$ cat src/rtl/smb_flags.sv
module smb_flags (
  input  logic       clk,
  input  logic       rst,
  input  logic       irq_en,
  input  logic       auto_ack_en,
  input  logic       ev_start_gen,
  input  logic       ev_stop_gen,
  input  logic       ev_start_det,
  input  logic       ev_rep_start_det,
  input  logic       ev_addr_rx,
  input  logic       ev_stop_rx,
  input  logic       ev_stop_slave,
  input  logic       ev_arb_stop,
  input  logic       ev_scl_stuck,
  input  logic       ev_sda_clash,
  input  logic       ev_frame_begin,
  input  logic       ev_byte_rx,
  input  logic       ev_ack_sample,
  input  logic       ack_in,
  input  logic       ev_ack_done,
  input  logic       data_wr,
  input  logic       ctl_wr,
  input  logic [7:0] ctl_wdata,
  output logic [7:0] ctl_rdata,
  output logic       irq
);

  logic master_q, tx_q, sta_q, sto_q, ackrq_q, arb_q, ack_q, si_q, pend_q;

  wire arb_ev  = (ev_rep_start_det & master_q & ~sta_q) | ev_scl_stuck |
                 ev_sda_clash | ev_arb_stop;
  wire si_clr  = ctl_wr & ~ctl_wdata[0];
  wire si_set  = ev_start_gen | arb_ev | ev_ack_sample | ev_byte_rx |
                 ev_addr_rx | ev_stop_rx;
  wire written = pend_q | data_wr;
  wire tx_set  = ev_start_gen | (ev_frame_begin & written);
  wire tx_clr  = ev_start_det | arb_ev | (ev_frame_begin & ~written);

  always_ff @(posedge clk) begin
    if (rst) begin
      master_q <= 1'b0; tx_q <= 1'b0; sta_q <= 1'b0; sto_q <= 1'b0;
      ackrq_q  <= 1'b0; arb_q <= 1'b0; ack_q <= 1'b0; si_q <= 1'b0;
      pend_q   <= 1'b0;
    end else begin
      if (ev_start_gen)                    master_q <= 1'b1;
      else if (ev_stop_gen | arb_ev)       master_q <= 1'b0;

      if (tx_set)                          tx_q <= 1'b1;
      else if (tx_clr)                     tx_q <= 1'b0;

      if (ev_frame_begin)                  pend_q <= 1'b0;
      else if (data_wr)                    pend_q <= 1'b1;

      if (ev_addr_rx)                      sta_q <= 1'b1;
      else if (ctl_wr)                     sta_q <= ctl_wdata[5];

      if (ev_stop_slave | ev_arb_stop)     sto_q <= 1'b1;
      else if (ctl_wr)                     sto_q <= ctl_wdata[4];
      else if (ev_stop_gen)                sto_q <= 1'b0;

      if (ev_byte_rx & ~auto_ack_en)       ackrq_q <= 1'b1;
      else if (ev_ack_done)                ackrq_q <= 1'b0;

      if (arb_ev)                          arb_q <= 1'b1;
      else if (si_clr)                     arb_q <= 1'b0;

      if (ev_ack_sample)                   ack_q <= ~ack_in;
      else if (ctl_wr)                     ack_q <= ctl_wdata[1];

      if (si_set)                          si_q <= 1'b1;
      else if (si_clr)                     si_q <= 1'b0;
    end
  end

  assign ctl_rdata = {master_q, tx_q, sta_q, sto_q, ackrq_q, arb_q, ack_q, si_q};
  assign irq       = si_q & irq_en;

endmodule

$ cat config.mk
export PLATFORM = sky130hd
export DESIGN_NAME = smb_flags
export DESIGN_NICKNAME = d
export VERILOG_FILES = /design/src/rtl/smb_flags.sv
export SDC_FILE = /design/constraint.sdc
export NUM_CORES = 1
export LEC_CHECK = 0
export CAP_MARGIN = 20
export CORE_UTILIZATION = 32
export CTS_CLUSTER_SIZE = 30
export DETAILED_ROUTE_END_ITERATION = 8
export PLACE_DENSITY = 0.82
export SYNTH_ARGS = -nofsm -noshare
export SYNTH_HDL_FRONTEND = slang
export SYNTH_SLANG_ARGS = --single-unit
$ cat constraint.sdc
create_clock -name clk -period 2.1 [get_ports clk]
set_input_delay 0.42 -clock clk [delete_from_list [all_inputs] [get_ports clk]]
set_output_delay 0.42 -clock clk [all_outputs]
set_load 0.02 [all_outputs]
Word level (Yosys, flattened, before mapping)
Index checks and enable logic that the tools add are counted.
- bits in registers: 9
- input port bits: 29
- output and inout port bits: 9
- word-level logic and storage cells: 60
- muxes and demuxes: 16
- bitwise operators: 26
- reduce and logical (&&, ||, !) cells: 9
- operators with widths (kind ; count):
    1-bit 2-to-1 mux ; 16
    1-bit bitwise OR ; 14
    2-bit nonzero test ; 7
    1-bit AND ; 7
    1-bit inverter ; 5
    3-bit nonzero test ; 1
    2-bit OR reduction ; 1

Logic depth before layout (Yosys ltp)
Gate-level depths: netlist (run 1).
- depth in word-level cells: 11
- depth in mapped cells: 3
- mapped depth without buffers: 3

Least setup slack after synthesis (run 1)
Ideal clock, no wire load.
- path kind: in2reg
- start: input port ev_scl_stuck
- end: register si_q
- setup time: 136 ps
- data arrival time: 929 ps
- data required time: 1964 ps
- setup slack: 1035 ps
- stages on the path: 3
- buffers on the path: 0
- path through: nor3_1 > and2_1 > a41oi_1
- longest elaborated chain between the ends: 9
- elaborated cells between the ends (all ways): 10
- those cells by class: mux (1); bitwise (8); reduce/logical (1)
- ends and longest elaborated chain (element ; RTL line ; RTL):
    start: declaration ; 14 ; input logic ev_scl_stuck,
    1-bit bitwise OR * (2 in a row) ; 30 ; wire arb_ev = (ev_rep_start_det & master_q & ~sta_q) | ev_scl_stuck |
    1-bit bitwise OR * ; 31 ; ev_sda_clash | ev_arb_stop;
    1-bit bitwise OR * (4 in a row) ; 33 ; wire si_set = ev_start_gen | arb_ev | ev_ack_sample | ev_byte_rx |
    1-bit bitwise OR * ; 34 ; ev_addr_rx | ev_stop_rx;
    1-bit 2-to-1 mux or 2-bit nonzero test (tied branches) ; -- ;
    end signal: assignment ; 42 ; ackrq_q <= 1'b0; arb_q <= 1'b0; ack_q <= 1'b0; si_q <= 1'b0;
    end signal: assignment ; 70 ; if (si_set) si_q <= 1'b1;
    end signal: assignment ; 71 ; else if (si_clr) si_q <= 1'b0;
    end: declaration ; 28 ; logic master_q, tx_q, sta_q, sto_q, ackrq_q, arb_q, ack_q, si_q, pend_q;
Every way passes the cells marked *; elsewhere a longest branch is shown, timed or not.
A chain may end at the register's enable or synchronous reset.

Final worst setup path (run 1)
- start: input port irq_en
- end: output port irq
- longest elaborated chain between the ends: 1
- ends and longest elaborated chain (element ; RTL line ; RTL):
    start: declaration ; 4 ; input logic irq_en,
    1-bit AND ; 76 ; assign irq = si_q & irq_en;
    end: declaration ; 25 ; output logic irq
No other way between the ends.

==> run_results.csv, run 1 <==
group,metric,value,unit
yosys,synth_cells,49,
critical_path,cp-end-kind,"primary output",
yosys,syn_area,433,um^2
run_status,outcome,"complete, no violations",
sta,hold_viol_final,0,
floorplan,die_area,0.00150,mm^2
sta,skew,0.00388,ns
clock_network,cts-root-buf,"clkbuf_4",
critical_path,critPathMaxFanout,1,
drt,vias,436,
drt,wire_per_inst,11.8,um
placement,dp_hpwl,907,um
clock_network,post_cts_resized,0,
sta,fin_tns_setup,0,ns
sta,max-slew-margin-rel,0.735,
yosys,yosys-top-cells-count,"9 x dfxtp_1, 8 x buf_4, 4 x nor2_1",
clock_network,ctsHoldBuffers,0,
sta,rsz0062_at_grt,"no",
pwr,power_density,576,mW/mm^2
yosys,yosysSeqAreaShare,0.416,
clock_network,clkLatencyLatePin,0.26,ns
sta,post-route-min-period,1.99,ns
yosys,yosys.area_share.simple,0.275,
yosys,yosysMostFrequentCell,"dfxtp_1",
drt,detail_route.first_pass.iterations,4,
yosys,yosys_warnings,0,
yosys,synth_top_family_by_area,"simple AND/OR/NAND/NOR gates",
critical_path,cp.arrival,1.57,ns
critical_path,required,1.68,ns
grt,overflow,0,
grt,grtUsageTotal,0.185,
clock_network,htree_levels,1,
critical_path,crit_type,"in -> out",
yosys,synth_edf_count,0,
grt,antenna_found_initial,0,
pwr,p_leak,0.279,nW
finish,diodes,0,
yosys,synth_fa_ha_area_frac,0,
grt,grt_pass1_wl,1750,um
finish,syn_to_final_growth,71.7,%
floorplan,pin_count,38,
yosys,ys_top_cells_by_area,"dfxtp_1 42%, buf_4 14%, a211oi_1 5.2%",
floorplan,die_h,38.8,um
sta,post-route-period-util,0.948,
clock_network,cts_buffers,3,
sta,drv_slew,0,
yosys,avgSynthCellArea,8.84,um^2
drt,viasPerCell,4.79,
hold_path,hp-class,"reg -> reg",
yosys,async_flop_share,0,
grt,grt_max_degree,10,
yosys,synth_top_cell_by_area,"dfxtp_1",
critical_path,crit_path_start_kind,"input pin",
sta,hold_slack,0.469,ns
yosys,ys_seq_elements,9,
placement,gp_congestion,0.750,
job,drv_cap,0,
clock_network,cts.path.max_buffers,2,
yosys,synth_xor_area_frac,0,
yosys,syn_nets,78,
sta,tightest_slew,0.387,ns
grt,grt_pass1_vias,416,
clock_network,cts_tree,"yes",
floorplan,start_util,0.365,
floorplan,rows,12,
drt,drtIter0Drc,8,
finish,final_nets,107,
yosys,yosysUniqueCellTypes,22,
floorplan,fp.coreArea,0.00119,mm^2
sta,setup_violations,0,
drt,ant_nets,0,
sta,timing.fmax,0.502,GHz
clock_network,postCtsSetupBuffers,0,
placement,portBuffers,33,
yosys,synth_compound_area_frac,0.153,
drt,detail_route.wirelength,1070,um
clock_network,clk_pin_slew,0.06,ns
drt,drc,0,
yosys,synth_top_area_frac,0.416,
clock_network,cts.sinks,9,
floorplan,die_w,38.8,um
yosys,synth_ff_type,"dfxtp_1",
yosys,synth.area.mux_share,0,
pwr,vdd_drop_max,0.295,mV
finish,layout-drive-gt1-share,0.0649,
==> routing by layer <==
layer	part of all wire	track usage	wire length, um	vias to the layer above
met1	0.40	0.174	434	200
met4	0.018	0.129	19	0
met2	0.54	0.313	580	12
met3	0.035	0.0867	37	2
li1	-	-	-	222
met5	0	0	0	-
==> worst paths after layout <==
path | start | end | slack (ns) | cells after the start
max | irq_en | irq | 0.11 | 3
min | ackrq_q$_SDFFE_PP0P_ | ackrq_q$_SDFFE_PP0P_ | 0.47 | 2
max reg2reg | sto_q$_SDFFE_PP0P_ | sto_q$_SDFFE_PP0P_ | 1.08 | 3
min reg2reg | ackrq_q$_SDFFE_PP0P_ | ackrq_q$_SDFFE_PP0P_ | 0.47 | 2
==> critical path: stages <==
cell	delay [ns]
clkdlybuf4s50_1	0.45
and2_1	0.11
clkdlybuf4s50_1	0.59
==> state kept, by name (all words and copies together) (netlist names) <==
register and count:
tx_q 1, pend_q 1, ack_q 1, master_q 1
si_q 1, sta_q 1, arb_q 1, sto_q 1
ackrq_q 1
==> cell type report <==
| class | instances | area (um^2) |
|---|---|---|
| clock buffers | 4 | 26.3 |
| flip-flops and latches | 9 | 180 |
| inverters | 1 | 3.75 |
| repair buffers | 33 | 330 |
| fillers | 113 | 443 |
| multi-input cells | 30 | 185 |
| well taps | 14 | 17.5 |
==> power by group <==
group	switching [mW]	total [mW]	leakage (nW)	internal (mW)
Sequential	0.00584	0.188	0.0752	0.182
Clock	0.0604	0.134	0.0150	0.0732
Combinational	0.0383	0.107	0.189	0.0685
Total	0.104	0.428	0.279	0.324
==> cells in the final DEF, fill, tap and decap left out, drive strengths merged, types with 2 or more instances in the layout <==
cell type and instances:
clkbuf 4, nor2 4, nor3 2, clkdlybuf4s50 33, a211oi 3, and2 2
a21oi 3, nand2b 2, nand2 2, dfxtp 9, and2b 2
==> cells by family after synthesis <==
logic type	Yosys count
DFF	9
buffers and inverters	10
and+or+nand+nor	20
AOI/OAI and AO/OA	10
==> per-stage QoR <==
step | power, mW | std cells | area [um^2] | util | setup WS, ns
final | 0.428 | 91 | 743 | 0.627 | 0.109
after global routing | 0.457 | 91 | 743 | 0.627 | 0.0624
after CTS | 0.433 | 91 | 743 | 0.627 | 0.101
after detailed placement | 0.299 | 87 | 717 | 0.604 | 0.105
after global placement | 0.297 | 87 | 717 | 0.604 | 0.113
after floorplan | 0.239 | 49 | 433 | - | 1.04
(Power assumes the default switching activity.)
==> run 2, diff against run 1 <==
--- a/config.mk
+++ b/config.mk
@@ -9,7 +9,7 @@
 export CORE_UTILIZATION = 32
 export CTS_CLUSTER_SIZE = 30
 export DETAILED_ROUTE_END_ITERATION = 8
-export PLACE_DENSITY = 0.82
+export PLACE_DENSITY = 0.88
 export SYNTH_ARGS = -nofsm -noshare
 export SYNTH_HDL_FRONTEND = slang
 export SYNTH_SLANG_ARGS = --single-unit
==> run_results.csv, run 2 (synthesis results as in run 1) <==
group,metric,value,unit
finish,fin_area,743,um^2
placement,dpl_cell_area,717,um^2
sta,drv_slew,0,
drt,vias,451,
clock_network,post_cts_resized,0,
critical_path,cpPeakStageDelay,0.59,ns
sta,fin_tns_setup,0,ns
grt,grt_max_degree,10,
critical_path,critPathSlowestCell,"clkdlybuf4s50_1",
critical_path,required,1.68,ns
critical_path,crit_cells,3,
finish,final_cell_mix,"33 x clkdlybuf4s50_1, 9 x dfxtp_1, 4 x nor2_1",
clock_network,cts.sinks,9,
critical_path,crit_end,"irq",
drt,ant_nets,0,
finish,fill_cells,111,
grt,grt_pass1_vias,384,
drt,drtIter0Drc,9,
clock_network,cts_tree,"yes",
clock_network,cts_buffers,3,
pwr,power_density,571,mW/mm^2
sta,post-route-min-period,1.99,ns
grt,overflow,0,
grt,antenna_found_initial,0,
finish,layout-drive-gt1-share,0.0649,
run_status,outcome,"complete, no violations",
critical_path,critPathMaxFanout,1,
floorplan,pin_count,38,
clock_network,ctsHoldBuffers,0,
clock_network,clk_pin_slew,0.06,ns
drt,detail_route.first_pass.iterations,4,
clock_network,clkLatencyLatePin,0.25,ns
sta,post-route-period-util,0.949,
placement,dp_slack,0.107,ns
clock_network,cts.path.max_buffers,2,
drt,viasPerCell,4.96,
floorplan,start_util,0.365,
floorplan,rows,12,
critical_path,startpoint,"irq_en",
sta,setup_slack,0.108,ns
pwr,p_leak,0.279,nW
job,drv_cap,0,
critical_path,path_common_cell,"clkdlybuf4s50_1",
sta,rsz0062_at_grt,"no",
hold_path,hp-class,"reg -> reg",
critical_path,crit_buf_inv,2,
floorplan,fp.coreArea,0.00119,mm^2
critical_path,timing.rr.start,"sto_q$_SDFFE_PP0P_",
grt,grt_pass1_wl,1410,um
sta,hold_viol_final,0,
drt,wire_per_inst,11.4,um
finish,final_nets,107,
sta,tightest_slew,0.372,ns
floorplan,die_h,38.8,um
finish,syn_to_final_growth,71.7,%
clock_network,htree_levels,1,
critical_path,cpLargestDelayFamily,"buffers and inverters",
sta,skew,0.000785,ns
sta,setup_violations,0,
critical_path,cp.arrival,1.57,ns
sta,max-slew-margin-rel,0.750,
placement,portBuffers,33,
grt,grtUsageTotal,0.139,
placement,gp_congestion,0.689,
drt,drc,0,
placement,dp_hpwl,836,um
floorplan,die_area,0.00150,mm^2
critical_path,crit_chain,"clkdlybuf4s50_1, and2_1, clkdlybuf4s50_1",
critical_path,r2r_setup_slack,1.13,ns
critical_path,worstRegToRegCells,3,
pwr,vdd_drop_max,0.295,mV
clock_network,cts-root-buf,"clkbuf_4",
critical_path,timing.rr.end,"sto_q$_SDFFE_PP0P_",
critical_path,crit_type,"in -> out",
finish,final_common_cell,"clkdlybuf4s50_1",
critical_path,cp-end-kind,"primary output",
drt,detail_route.wirelength,1040,um
critical_path,crit_path_start_kind,"input pin",
sta,timing.fmax,0.502,GHz
clock_network,postCtsSetupBuffers,0,
finish,diodes,0,
floorplan,die_w,38.8,um
-- run 2: cell type report --
type / instances / area [um^2] / area share
timing repair buffer: 33 / 330 / 0.444
multi-input combinational: 30 / 185 / 0.249
sequential: 9 / 180 / 0.242
clock buffer: 4 / 26.3 / 0.0354
tap: 14 / 17.5 / 0.0236
inverter: 1 / 3.75 / 0.00505
-- run 2: metrics by stage --
step	utilization	cells	hold slack, ns	total power, mW
after floorplan	-	49	0.437	0.239
after global placement	0.604	87	0.444	0.296
after detailed placement	0.604	87	0.449	0.298
after CTS	0.627	91	0.458	0.431
after global routing	0.627	91	0.477	0.451
final	0.627	91	0.457	0.424
-- run 2: where the power goes --
group,internal (mW),total (mW),switching [mW],leakage [nW]
Combinational,0.0685,0.107,0.0382,0.189
Clock,0.0730,0.130,0.0570,0.0150
Sequential,0.182,0.188,0.00563,0.0752
-- run 2: tightest hold or removal path: cells and delay by family (launching register included) --
kind | cells | cell delay (ns)
DFF | 1 | 0.31
and+or+nand+nor | 1 | 0.05
AOI/OAI and AO/OA | 1 | 0.05
-- run 2: worst min path at each step --
stage,start,to,slack (ns),cells after the start
after floorplan,arb_q$_SDFFE_PP0P_,arb_q$_SDFFE_PP0P_,0.44,2
after global routing,arb_q$_SDFFE_PP0P_,arb_q$_SDFFE_PP0P_,0.48,2
after global placement,arb_q$_SDFFE_PP0P_,arb_q$_SDFFE_PP0P_,0.44,2
after CTS,arb_q$_SDFFE_PP0P_,arb_q$_SDFFE_PP0P_,0.46,2
final,arb_q$_SDFFE_PP0P_,arb_q$_SDFFE_PP0P_,0.46,2
after detailed placement,arb_q$_SDFFE_PP0P_,arb_q$_SDFFE_PP0P_,0.45,2
-- run 2: layer usage --
metal | part of all wire | vias up | wire length (um) | GRT usage
met1 | 0.40 | 193 | 418 | 0.140
met2 | 0.43 | 32 | 448 | 0.238
met4 | 0 | 0 | 0 | 0.0776
met5 | 0 | - | 0 | 0
li1 | - | 226 | - | -
met3 | 0.16 | 0 | 169 | 0.0578
